==> src/rtl/adc_rp_pkg.sv <==
package adc_rp_pkg;

  // width of the programmable sequence length field
  localparam int unsigned SEQ_FIELD_W = 4;

  typedef struct packed {
    logic                   right_just;
    logic                   fifo_mode;
    logic [SEQ_FIELD_W-1:0] seq_len;
  } rp_cfg_t;

  localparam rp_cfg_t CFG_RESET = '{right_just: 1'b0, fifo_mode: 1'b0, seq_len: SEQ_FIELD_W'(4)};

  // effective sequence length: zero or anything past the file size means a full file
  function automatic int unsigned seq_len_of(logic [SEQ_FIELD_W-1:0] field, int unsigned nslot);
    int unsigned v;
    v = 32'(field);
    if (v == 0 || v > nslot) return nslot;
    return v;
  endfunction

  // next slot with wrap at the end of the file
  function automatic int unsigned slot_after(int unsigned slot, int unsigned nslot);
    return (slot + 1 >= nslot) ? 0 : slot + 1;
  endfunction

endpackage

==> src/rtl/adc_rp_cfg.sv <==
module adc_rp_cfg
  import adc_rp_pkg::*;
(
  input  logic    clk,
  input  logic    rst_n,
  input  logic    load,
  input  rp_cfg_t cfg_in,
  output rp_cfg_t cfg_q
);

  always_ff @(posedge clk or negedge rst_n) begin
    if (!rst_n)    cfg_q <= CFG_RESET;
    else if (load) cfg_q <= cfg_in;
  end

endmodule

==> src/rtl/adc_rp_seq.sv <==
module adc_rp_seq
  import adc_rp_pkg::*;
#(
  parameter int unsigned NSLOT = 8,
  localparam int unsigned PTR_W = $clog2(NSLOT),
  localparam int unsigned CNT_W = $clog2(NSLOT + 1)
) (
  input  logic                   clk,
  input  logic                   rst_n,
  input  logic                   restart,
  input  logic                   conv_valid,
  input  logic                   fifo_mode,
  input  logic [SEQ_FIELD_W-1:0] len_field,
  output logic                   wr_en,
  output logic [PTR_W-1:0]       wr_slot,
  output logic                   seq_done
);

  logic [PTR_W-1:0] ptr_q, ptr_d, ptr_step;
  logic [CNT_W-1:0] cnt_q, cnt_d, cnt_inc, len_cnt;
  logic             last_hit;

  // a restart in the same cycle wins over an arriving code
  assign wr_en   = conv_valid & ~restart;
  assign wr_slot = ptr_q;

  always_comb begin
    len_cnt  = CNT_W'(seq_len_of(len_field, NSLOT));
    cnt_inc  = cnt_q + CNT_W'(1);
    last_hit = wr_en && (cnt_inc >= len_cnt);
    ptr_step = PTR_W'(slot_after(32'(ptr_q), NSLOT));
    ptr_d    = ptr_q;
    cnt_d    = cnt_q;
    if (restart) begin
      ptr_d = '0;
      cnt_d = '0;
    end else if (wr_en) begin
      cnt_d = last_hit ? '0 : cnt_inc;
      ptr_d = (last_hit && !fifo_mode) ? '0 : ptr_step;
    end
  end

  always_ff @(posedge clk or negedge rst_n) begin
    if (!rst_n) begin
      ptr_q    <= '0;
      cnt_q    <= '0;
      seq_done <= 1'b0;
    end else begin
      ptr_q    <= ptr_d;
      cnt_q    <= cnt_d;
      seq_done <= last_hit;
    end
  end

endmodule

==> src/rtl/adc_rp_file.sv <==
module adc_rp_file #(
  parameter int unsigned NSLOT  = 8,
  parameter int unsigned CODE_W = 10,
  parameter int unsigned WORD_W = 16,
  localparam int unsigned PTR_W = $clog2(NSLOT),
  localparam int unsigned PAD_W = WORD_W - CODE_W
) (
  input  logic              clk,
  input  logic              rst_n,
  input  logic              wr_en,
  input  logic [PTR_W-1:0]  wr_slot,
  input  logic [CODE_W-1:0] code,
  input  logic              right_just,
  input  logic              clear_all,
  input  logic [NSLOT-1:0]  flag_clr,
  input  logic [PTR_W-1:0]  rd_idx,
  output logic [WORD_W-1:0] rd_data,
  output logic [NSLOT-1:0]  flags
);

  function automatic logic [WORD_W-1:0] justify(logic [CODE_W-1:0] c, logic right);
    if (right) return {{PAD_W{1'b0}}, c};
    return {c, {PAD_W{1'b0}}};
  endfunction

  logic [WORD_W-1:0] word_q [NSLOT];
  logic [WORD_W-1:0] word_in;

  assign word_in = justify(code, right_just);
  assign rd_data = word_q[rd_idx];

  for (genvar g = 0; g < NSLOT; g++) begin : g_slot
    logic hit;
    assign hit = wr_en && (wr_slot == PTR_W'(g));

    always_ff @(posedge clk or negedge rst_n) begin
      if (!rst_n)   word_q[g] <= '0;
      else if (hit) word_q[g] <= word_in;
    end

    // set has priority over a software clear
    always_ff @(posedge clk or negedge rst_n) begin
      if (!rst_n)           flags[g] <= 1'b0;
      else if (clear_all)   flags[g] <= 1'b0;
      else if (hit)         flags[g] <= 1'b1;
      else if (flag_clr[g]) flags[g] <= 1'b0;
    end
  end

endmodule

==> src/rtl/adc_result_ctrl.sv <==
module adc_result_ctrl
  import adc_rp_pkg::*;
#(
  parameter int unsigned NSLOT  = 8,
  parameter int unsigned CODE_W = 10,
  parameter int unsigned WORD_W = 16,
  parameter int unsigned STAT_W = 4,
  localparam int unsigned PTR_W = $clog2(NSLOT)
) (
  input  logic                   clk,
  input  logic                   rst_n,
  input  logic                   cfg_load,
  input  logic                   cfg_right_in,
  input  logic                   cfg_fifo_in,
  input  logic [SEQ_FIELD_W-1:0] cfg_len_in,
  input  logic                   cmp_req,
  input  logic                   seq_start,
  input  logic                   seq_abort,
  input  logic                   conv_valid,
  input  logic [CODE_W-1:0]      conv_code,
  input  logic [NSLOT-1:0]       flag_clr,
  input  logic [PTR_W-1:0]       rd_idx,
  output logic [WORD_W-1:0]      rd_data,
  output logic [NSLOT-1:0]       done_flags,
  output logic [STAT_W-1:0]      slot_ptr,
  output logic                   seq_done,
  output logic                   cmp_active
);

  rp_cfg_t          cfg_in, cfg_q;
  logic             fifo_mode;
  logic             restart;
  logic             wr_en;
  logic [PTR_W-1:0] wr_slot;

  assign cfg_in    = '{right_just: cfg_right_in, fifo_mode: cfg_fifo_in, seq_len: cfg_len_in};
  assign fifo_mode = cfg_q.fifo_mode;
  assign restart   = seq_start | seq_abort;

  adc_rp_cfg u_cfg (
    .clk    (clk),
    .rst_n  (rst_n),
    .load   (cfg_load),
    .cfg_in (cfg_in),
    .cfg_q  (cfg_q)
  );

  adc_rp_seq #(.NSLOT(NSLOT)) u_seq (
    .clk        (clk),
    .rst_n      (rst_n),
    .restart    (restart),
    .conv_valid (conv_valid),
    .fifo_mode  (fifo_mode),
    .len_field  (cfg_q.seq_len),
    .wr_en      (wr_en),
    .wr_slot    (wr_slot),
    .seq_done   (seq_done)
  );

  adc_rp_file #(.NSLOT(NSLOT), .CODE_W(CODE_W), .WORD_W(WORD_W)) u_file (
    .clk        (clk),
    .rst_n      (rst_n),
    .wr_en      (wr_en),
    .wr_slot    (wr_slot),
    .code       (conv_code),
    .right_just (cfg_q.right_just),
    .clear_all  (seq_start),
    .flag_clr   (flag_clr),
    .rd_idx     (rd_idx),
    .rd_data    (rd_data),
    .flags      (done_flags)
  );

  assign slot_ptr   = STAT_W'(wr_slot);
  // FIFO placement forces the automatic compare off
  assign cmp_active = cmp_req & ~fifo_mode;

endmodule

==> config.mk <==
export PLATFORM = sky130hd
export DESIGN_NAME = adc_result_ctrl
export DESIGN_NICKNAME = d
export VERILOG_FILES = /design/src/rtl/adc_rp_pkg.sv /design/src/rtl/adc_rp_cfg.sv /design/src/rtl/adc_rp_seq.sv /design/src/rtl/adc_rp_file.sv /design/src/rtl/adc_result_ctrl.sv
export SDC_FILE = /design/constraint.sdc
export NUM_CORES = 1
export LEC_CHECK = 0
export BUFFER_PORTS_ARGS = -buffer_cell sky130_fd_sc_hd__buf_2
export CAP_MARGIN = 30
export CORE_MARGIN = 2
export CORE_UTILIZATION = 59
export CTS_CLUSTER_DIAMETER = 100
export CTS_CLUSTER_SIZE = 10
export DETAILED_ROUTE_END_ITERATION = 8
export HOLD_SLACK_MARGIN = 0.06
export PLACE_DENSITY = 0.84
export SKIP_LAST_GASP = 1
export SYNTH_ARGS = -nofsm -noshare
export SYNTH_HDL_FRONTEND = slang
export SYNTH_SLANG_ARGS = --single-unit
==> constraint.sdc <==
create_clock -name clk -period 2.6 [get_ports clk]
set_clock_uncertainty 0.05 [all_clocks]
set_input_delay 0.13 -clock clk [delete_from_list [all_inputs] [get_ports clk]]
set_output_delay 0.13 -clock clk [all_outputs]
set_load 0.05 [all_outputs]
==> flow_summary_export.csv, run 1 <==
group,metric,value,unit
floorplanning,ios,64,
logic_synthesis,synth_top_family_by_area,"multiplexers",
timing,worst_slew_pin_slew,0.794,ns
drt,drt_wl_total,16.5,mm
cells_and_area,drive_above_1_share,19.3,%
pwr,clock_power_share,46.1,%
pwr,combinationalPowerShare,9.8,%
setup_path,rrSetupSlack,0.41,ns
clock_tree,cts-resized-gates,0,
logic_synthesis,yosys-top-cells-area,"dfrtp_1 (55%), mux4_1 (11%), o21ai_0 (9.7%), nand2_1 (8.5%), mux2_2 (3.6%)",
clock_tree,cts_hold_buf,23,
placed_design,numPortBuffers,62,
pwr,p_switching,1.33,mW
setup_path,worstPathArrival,2.46,ns
logic_synthesis,ys.flop_type,"dfrtp_1",
drt,drt-pass1-iter-count,9,
timing,finalHoldViolations,0,
drt,first_iter_violations,474,
setup_path,cp_max_fo,6,
logic_synthesis,avgSynthCellArea,11.3,um2
pwr,irDropWorstVdd,0.649,mV
drt,wl_per_cell,19.7,um
setup_path,reg2reg_from,"u_seq.cnt_q[0]",
clock_tree,htree_num_levels,4,
logic_synthesis,ys_seq_area_share,55.0,%
logic_synthesis,yosys.area.top_type,"dfrtp_1",
pwr,seqPwrFrac,44.2,%
clock_tree,clock_latency,0.43,ns
timing,setup_tns,0,ns
timing,period_needed,2.19,ns
global_routing,grt_pass1_wl,26.9,mm
hold_path,hp-start,"conv_code[1]",
logic_synthesis,synth_mux_area_share,16.3,%
hold_path,hp-class,"primary input to flop",
drt,vias,5131,
clock_tree,numCtsBuffers,17,
cells_and_area,final_cells,837,
logic_synthesis,ys_seq_elements,150,
drt,routed_via_density,6.13,
floorplanning,die_area,12500,um2
timing,setup_slack,0.414,ns
cells_and_area,fillers,719,
logic_synthesis,synth-xor-area-share,0.257,%
timing,clock.fmax,458,MHz
logic_synthesis,async_reset_ff_share,100,%
setup_path,critPathRequiredTime,2.87,ns
pwr,power_density,704,nW/um2
clock_tree,cts.clk_slew.worst_paths,0.06,ns
logic_synthesis,synth_top_area_share,54.6,%
status,outcome,"completed",
clock_tree,cts_setup_buffers,0,
cells_and_area,nets,727,
timing,setup_viol,0,
setup_path,worstSetupEndpointType,"flop",
global_routing,grt_max_degree,62,
cells_and_area,fin_util,71.4,%
cells_and_area,n_antenna_cell,0,
setup_path,crit_path_start_kind,"flop",
placed_design,place_congestion,0.758,
floorplanning,die_x,112,um
run,drv_cap,0,
pwr,swShare,23.2,%
global_routing,grt_overflow,0,
clock_tree,root_buffer,"clkbuf_16",
logic_synthesis,synth_warnings,0,
placed_design,dp_hpwl,9.43,mm
drt,detail-route-antenna-nets,0,
cells_and_area,fin_area,8120,um2
floorplanning,rows,39,
pwr,power_leakage,3.95,nW
logic_synthesis,yosys.area_share.adder,2.02,%
floorplanning,die_y,112,um
logic_synthesis,synth_simple_gate_area_share,12.3,%
floorplanning,initial_core_util,60.1,%
drt,drc_errors,0,
cells_and_area,seqCellArea,3750,um2
placed_design,dp_worst_setup_slack,0.442,ns
timing,fin_crit_sh,84.1,%
setup_path,crit_start,"u_seq.cnt_q[0]",
setup_path,criticalPathCategory,"flop to flop",
global_routing,antenna_found_initial,0,
timing,slew_violations,0,
global_routing,first_global_vias,5241,
placed_design,dp.cells,783,
logic_synthesis,synth_enable_flop_cells,0,
timing,rsz0062_at_grt,"no",
pwr,internal_power,4.39,mW
logic_synthesis,synth_fp_nets,651,
placed_design,place_area,7260,um2
clock_tree,cts_num_sinks,150,
timing,slew_headroom,47.0,%
logic_synthesis,synth_area,6830,um2
floorplanning,coreArea,11400,um2
cells_and_area,syn2layout_area_growth,18.9,%
clock_tree,cts_tree,"built",
logic_synthesis,synth_compound_area_share,11.1,%
logic_synthesis,yosysUniqueCellTypes,39,
global_routing,grt_usage,28.0,%
logic_synthesis,synth_cells,606,
clock_tree,clock_path_buffers,2,
cells_and_area,multiInputGateArea,2870,um2
stage by stage:
stage	hold WS, ns	power, mW
5_1_grt	0.131	5.90
4_1_cts	0.0951	5.72
3_5_place_dp	0.0826	3.07
2_1_floorplan	-0.216	2.88
3_3_place_gp	0.0704	3.04
6_report	0.101	5.71
critical path, stage by stage, from the launching register on:
cell,delay (ns)
dfrtp_1,0.42
ha_1,0.26
xor2_1,0.16
ha_1,0.29
o21a_1,0.17
nor2_1,0.29
nor3_1,0.15
o32ai_1,0.31
cell type report:
type / instances / area share, %
clock buffers: 21 / 5.55
clock inverters: 10 / 2.19
inverters: 3 / 0.139
multi-input cells: 413 / 35.4
flip-flops and latches: 150 / 46.2
well taps: 143 / 2.20
repair buffers: 97 / 8.31
final timing paths:
path                                      end  cells after the start
setup / recovery             u_seq.wr_slot[2]                      7
hold / removal              u_file.word_q[65]                      3
setup reg to reg             u_seq.wr_slot[2]                      7
hold reg to reg            u_file.word_q[112]                      2
max in group asynchronous   u_file.word_q[42]                      3
min in group asynchronous  u_file.word_q[108]                      2
state kept, by name (all words and copies together) (netlist names):
name	flops
u_file.word_q	128
u_file.flags	8
u_cfg.cfg_q	6
u_seq.cnt_q	4
u_seq.wr_slot	3
u_seq.seq_done	1
logic make-up (layout without fill, tap and decap cells):
| group | Yosys count | after routing |
|---|---|---|
| xor gates and xnor gates | 2 | 2 |
| AOI/OAI and AO/OA | 143 | 143 |
| adders and majority gates | 11 | 11 |
| other | 1 | 1 |
| and+or+nand+nor | 198 | 198 |
| DFF | 150 | 150 |
| buffers and inverters | 43 | 131 |
| muxes | 58 | 58 |
layout by cell type, fill, tap and decap left out, types with 2 or more instances in the layout:
cell type,synthesis,routed
a21oi_1,3,3
buf_12,0,3
buf_2,4,61
buf_4,1,9
bufinv_16,0,5
clkbuf_1,26,3
clkbuf_16,0,17
clkinv_2,0,4
dfrtp_1,149,149
dlygate4sd3_1,0,23
ha_1,11,11
inv_1,3,3
mux2_2,22,22
mux2i_1,4,4
mux4_1,28,28
mux4_2,4,4
nand2_1,155,155
nand2b_1,11,11
nand3_1,4,4
nand4_1,4,4
nor2_1,11,11
nor2b_1,4,4
nor3_1,3,3
o21ai_0,132,132
o32ai_1,2,2
Yosys cell counts, drive strengths merged (4+ instances only):
| cell | number |
|---|---|
| mux2 | 22 |
| clkbuf | 28 |
| mux4 | 32 |
| o21ai | 132 |
| nand3 | 4 |
| mux2i | 4 |
| nand2 | 155 |
| buf | 12 |
| nand4 | 4 |
| nand2b | 12 |
| nor2 | 12 |
| nor2b | 4 |
| ha | 11 |
| dfrtp | 149 |
per-layer routing:
| layer | share of wire [%] | vias up | GRT usage [%] | wire length [um] |
|---|---|---|---|---|
| met4 | 2.8 | 0 | 10.5 | 470 |
| met5 | 0 | - | 0 | 0 |
| met3 | 5.9 | 46 | 6.86 | 980 |
| met1 | 39 | 2585 | 34.7 | 6390 |
| li1 | - | 2285 | - | - |
| met2 | 53 | 215 | 48.3 | 8690 |
power groups by stage:
stage / sequential [mW] / clock, mW / combinational (mW)
after floorplan: 2.54 / 0 / 0.344
after global placement: 2.55 / 0 / 0.488
after detailed placement: 2.56 / 0 / 0.512
after CTS: 2.52 / 2.65 / 0.556
after global routing: 2.53 / 2.76 / 0.610
final: 2.52 / 2.63 / 0.557
(Power assumes the default switching activity.)
==> run 2: changes to the inputs <==
- ABC_AREA: unset -> 1
- CORE_UTILIZATION: 59 -> 60
- PLACE_DENSITY: 0.84 -> 0.85
- clock period: 2.6 -> 2.25 ns (I/O delays scaled with it)
==> run 2 against run 1 <==
Die area grew 3.1%. Final cell count grew 35%. Fmax grew 7.7%. Synthesized cell count grew 48%. First-iteration DRC count grew 77%. Highest routed layer unchanged. Global-route usage grew 5.1 points.
==> flow_summary_export.csv, run 2 <==
group,metric,value,unit
status,outcome,"completed",
logic_synthesis,synth_fp_nets,944,
cells_and_area,syn2layout_area_growth,17.8,%
drt,wl_per_cell,17.6,um
floorplanning,ios,64,
logic_synthesis,yosysUniqueCellTypes,26,
global_routing,grt_pass1_wl,32.9,mm
timing,worst_slew_pin_slew,0.782,ns
logic_synthesis,ys_seq_area_share,52.4,%
setup_path,crit_path_start_kind,"flop",
pwr,power_density,817,nW/um2
setup_path,critPathRequiredTime,2.58,ns
cells_and_area,final_cells,1130,
clock_tree,clock_latency,0.44,ns
global_routing,grt_max_degree,60,
floorplanning,die_x,113,um
clock_tree,htree_num_levels,4,
timing,slew_violations,0,
cells_and_area,largest_reg_flops,128,
cells_and_area,regMostFlops,"u_file.word_q",
logic_synthesis,synth_top_area_share,52.0,%
timing,fin_crit_sh,90.2,%
clock_tree,numCtsBuffers,17,
setup_path,criticalPathCategory,"flop to flop",
logic_synthesis,synth_area,7170,um2
timing,setup_tns,0,ns
pwr,irDropWorstVdd,0.534,mV
drt,drc_errors,0,
setup_path,worstSetupEndpointType,"flop",
timing,rsz0062_at_grt,"no",
timing,setup_viol,0,
logic_synthesis,avgSynthCellArea,7.97,um2
cells_and_area,drive_above_1_share,13.8,%
logic_synthesis,synth_warnings,0,
placed_design,numPortBuffers,62,
floorplanning,initial_core_util,62.2,%
global_routing,grt_overflow,0,
floorplanning,die_y,113,um
drt,drt_wl_total,19.9,mm
setup_path,cp_max_fo,4,
clock_tree,clock_path_buffers,2,
pwr,power_leakage,4.34,nW
timing,setup_slack,0.220,ns
logic_synthesis,synth.most_common_cell,"nand2_1",
logic_synthesis,ys_top_cells_by_count,"nand2_1 (342), dfrtp_1 (149), o21ai_0 (122)",
cells_and_area,nets,1020,
global_routing,antenna_found_initial,0,
global_routing,grt_usage,33.2,%
timing,period_needed,2.03,ns
logic_synthesis,async_reset_ff_share,100,%
floorplanning,die_area,12800,um2
logic_synthesis,yosys-top-cells-area,"dfrtp_1 (52%), nand2_1 (18%), o21ai_0 (8.5%), o21ai_1 (3.1%), inv_1 (2.9%)",
logic_synthesis,ys.flop_type,"dfrtp_1",
cells_and_area,fin_util,73.3,%
clock_tree,root_buffer,"clkbuf_16",
logic_synthesis,synth_enable_flop_cells,0,
timing,slew_headroom,47.7,%
setup_path,cp_slowest_stage_delay,0.40,ns
placed_design,dp_hpwl,11.3,mm
placed_design,dp.cells,1070,
floorplanning,coreArea,11500,um2
timing,clock.fmax,493,MHz
logic_synthesis,ys_seq_elements,150,
drt,drt-pass1-iter-count,6,
setup_path,cpMaxStageDelayCell,"dfrtp_1",
hold_path,hp-class,"primary input to flop",
placed_design,dp_worst_setup_slack,0.329,ns
logic_synthesis,yosys.area.top_type,"dfrtp_1",
cells_and_area,n_antenna_cell,0,
setup_path,rr_worst_depth,10,
drt,first_iter_violations,838,
clock_tree,cts.clk_slew.worst_paths,0.07,ns
run,drv_cap,0,
logic_synthesis,synth_cells,899,
drt,routed_via_density,5.87,
setup_path,worstPathArrival,2.36,ns
cells_and_area,final_common_cell,"nand2_1",
setup_path,cp_common_cell,"nand2_1",
clock_tree,cts_num_sinks,150,
clock_tree,cts_tree,"built",
global_routing,first_global_vias,6558,
floorplanning,rows,39,
setup_path,crit_chain,"nor3_1, o21ai_0, ha_1, nand2_1, nand2_1, nand2_1, nand3_1, nor2_2, nand2_1, nand2_1",
drt,vias,6636,
hold_path,hold_depth,5,
pwr,power,6.90,mW
timing,finalHoldViolations,0,
drt,detail-route-antenna-nets,0,
cells_and_area,reg_top3,"u_file.word_q: 128 flops, u_file.flags: 8 flops, u_cfg.cfg_q: 6 flops",
cells_and_area,final_cell_mix,"nand2_1 (342), dfrtp_1 (149), o21ai_0 (122)",
placed_design,place_congestion,0.853,
run 2: cell types whose count changed after synthesis, moves of 20 or more:
cell | previous run | this run
nand2_1 | 155 | 342
inv_1 | 3 | 55
o21ai_1 | 0 | 44
nor2_1 | 11 | 46
a21oi_1 | 3 | 31
mux4_1 | 28 | 0
mux2_2 | 22 | 2
run 2: final cells by class:
type | count | area, um2
flip-flops and latches | 150 | 3750
repair buffers | 108 | 772
well taps | 143 | 179
fillers | 792 | 3070
multi-input cells | 634 | 2860
clock buffers | 24 | 522
inverters | 64 | 240
clock inverters | 7 | 115
run 2: power by group:
part           switching (mW)  internal (mW)  leakage, nW
Clock                    1.10           1.94        0.310
Sequential             0.0868           2.88         1.94
Combinational           0.612          0.276         2.09
Total                    1.80           5.10         4.34
run 2: worst max-delay path: cells and delay by family, from the launching register on:
| kind | cells | cell delay (ns) |
|---|---|---|
| compound gates | 1 | 0.14 |
| simple gates | 8 | 1.08 |
| fa+ha+maj | 1 | 0.32 |
| flops | 1 | 0.40 |
run 2: through the flow:
| stage | area [um2] | hold WS [ns] |
|---|---|---|
| finish | 8440 | 0.0993 |
| global route | 8440 | 0.139 |
| CTS | 8440 | 0.0919 |
| detailed placement | 7510 | 0.0777 |
| global placement | 7510 | 0.0755 |
| floorplan | 7170 | -0.233 |
run 2: logic make-up (layout without fill, tap and decap cells):
| logic type | after synthesis | after routing | share of synthesized area, % |
|---|---|---|---|
| adders and majority gates | 11 | 11 | 1.92 |
| other | 1 | 1 | 0.0523 |
| and+or+nand+nor | 406 | 406 | 22.2 |
| DFF | 150 | 150 | 52.4 |
| muxes | 2 | 2 | 0.314 |
| xor gates and xnor gates | 2 | 2 | 0.244 |
| AOI/OAI and AO/OA | 212 | 212 | 15.2 |
| buffers and inverters | 115 | 203 | 7.72 |
run 2: routing by layer:
layer / GRT usage [%] / share of wire, % / vias to the layer above
li1: - / - / 3014
met1: 42.5 / 38 / 3174
met2: 53.9 / 50 / 394
met3: 7.23 / 9.2 / 54
met4: 16.7 / 2.9 / 0
met5: 0 / 0 / -
run 2: final timing paths:
| path | end | from | slack, ns |
|---|---|---|---|
| hold reg to reg | u_file.word_q[27] | u_file.word_q[27] | 0.41 |
| max in group asynchronous | u_file.word_q[42] | rst_n | 1.30 |
| setup / recovery | u_seq.cnt_q[0] | u_cfg.cfg_q[1] | 0.22 |
| min in group asynchronous | u_file.flags[1] | rst_n | 0.18 |
| hold / removal | u_file.word_q[123] | conv_code[5] | 0.1 |
| setup reg to reg | u_seq.cnt_q[0] | u_cfg.cfg_q[1] | 0.22 |
run 2: timing repair:
| action | CTS | global route |
|---|---|---|
| endpoints found under the setup margin | 0 | 1 |
| hold endpoints to repair | 78 | 0 |
| buffers inserted | 0 | 0 |
| gates resized for setup | 0 | 1 |
| hold buffers | 29 | 0 |
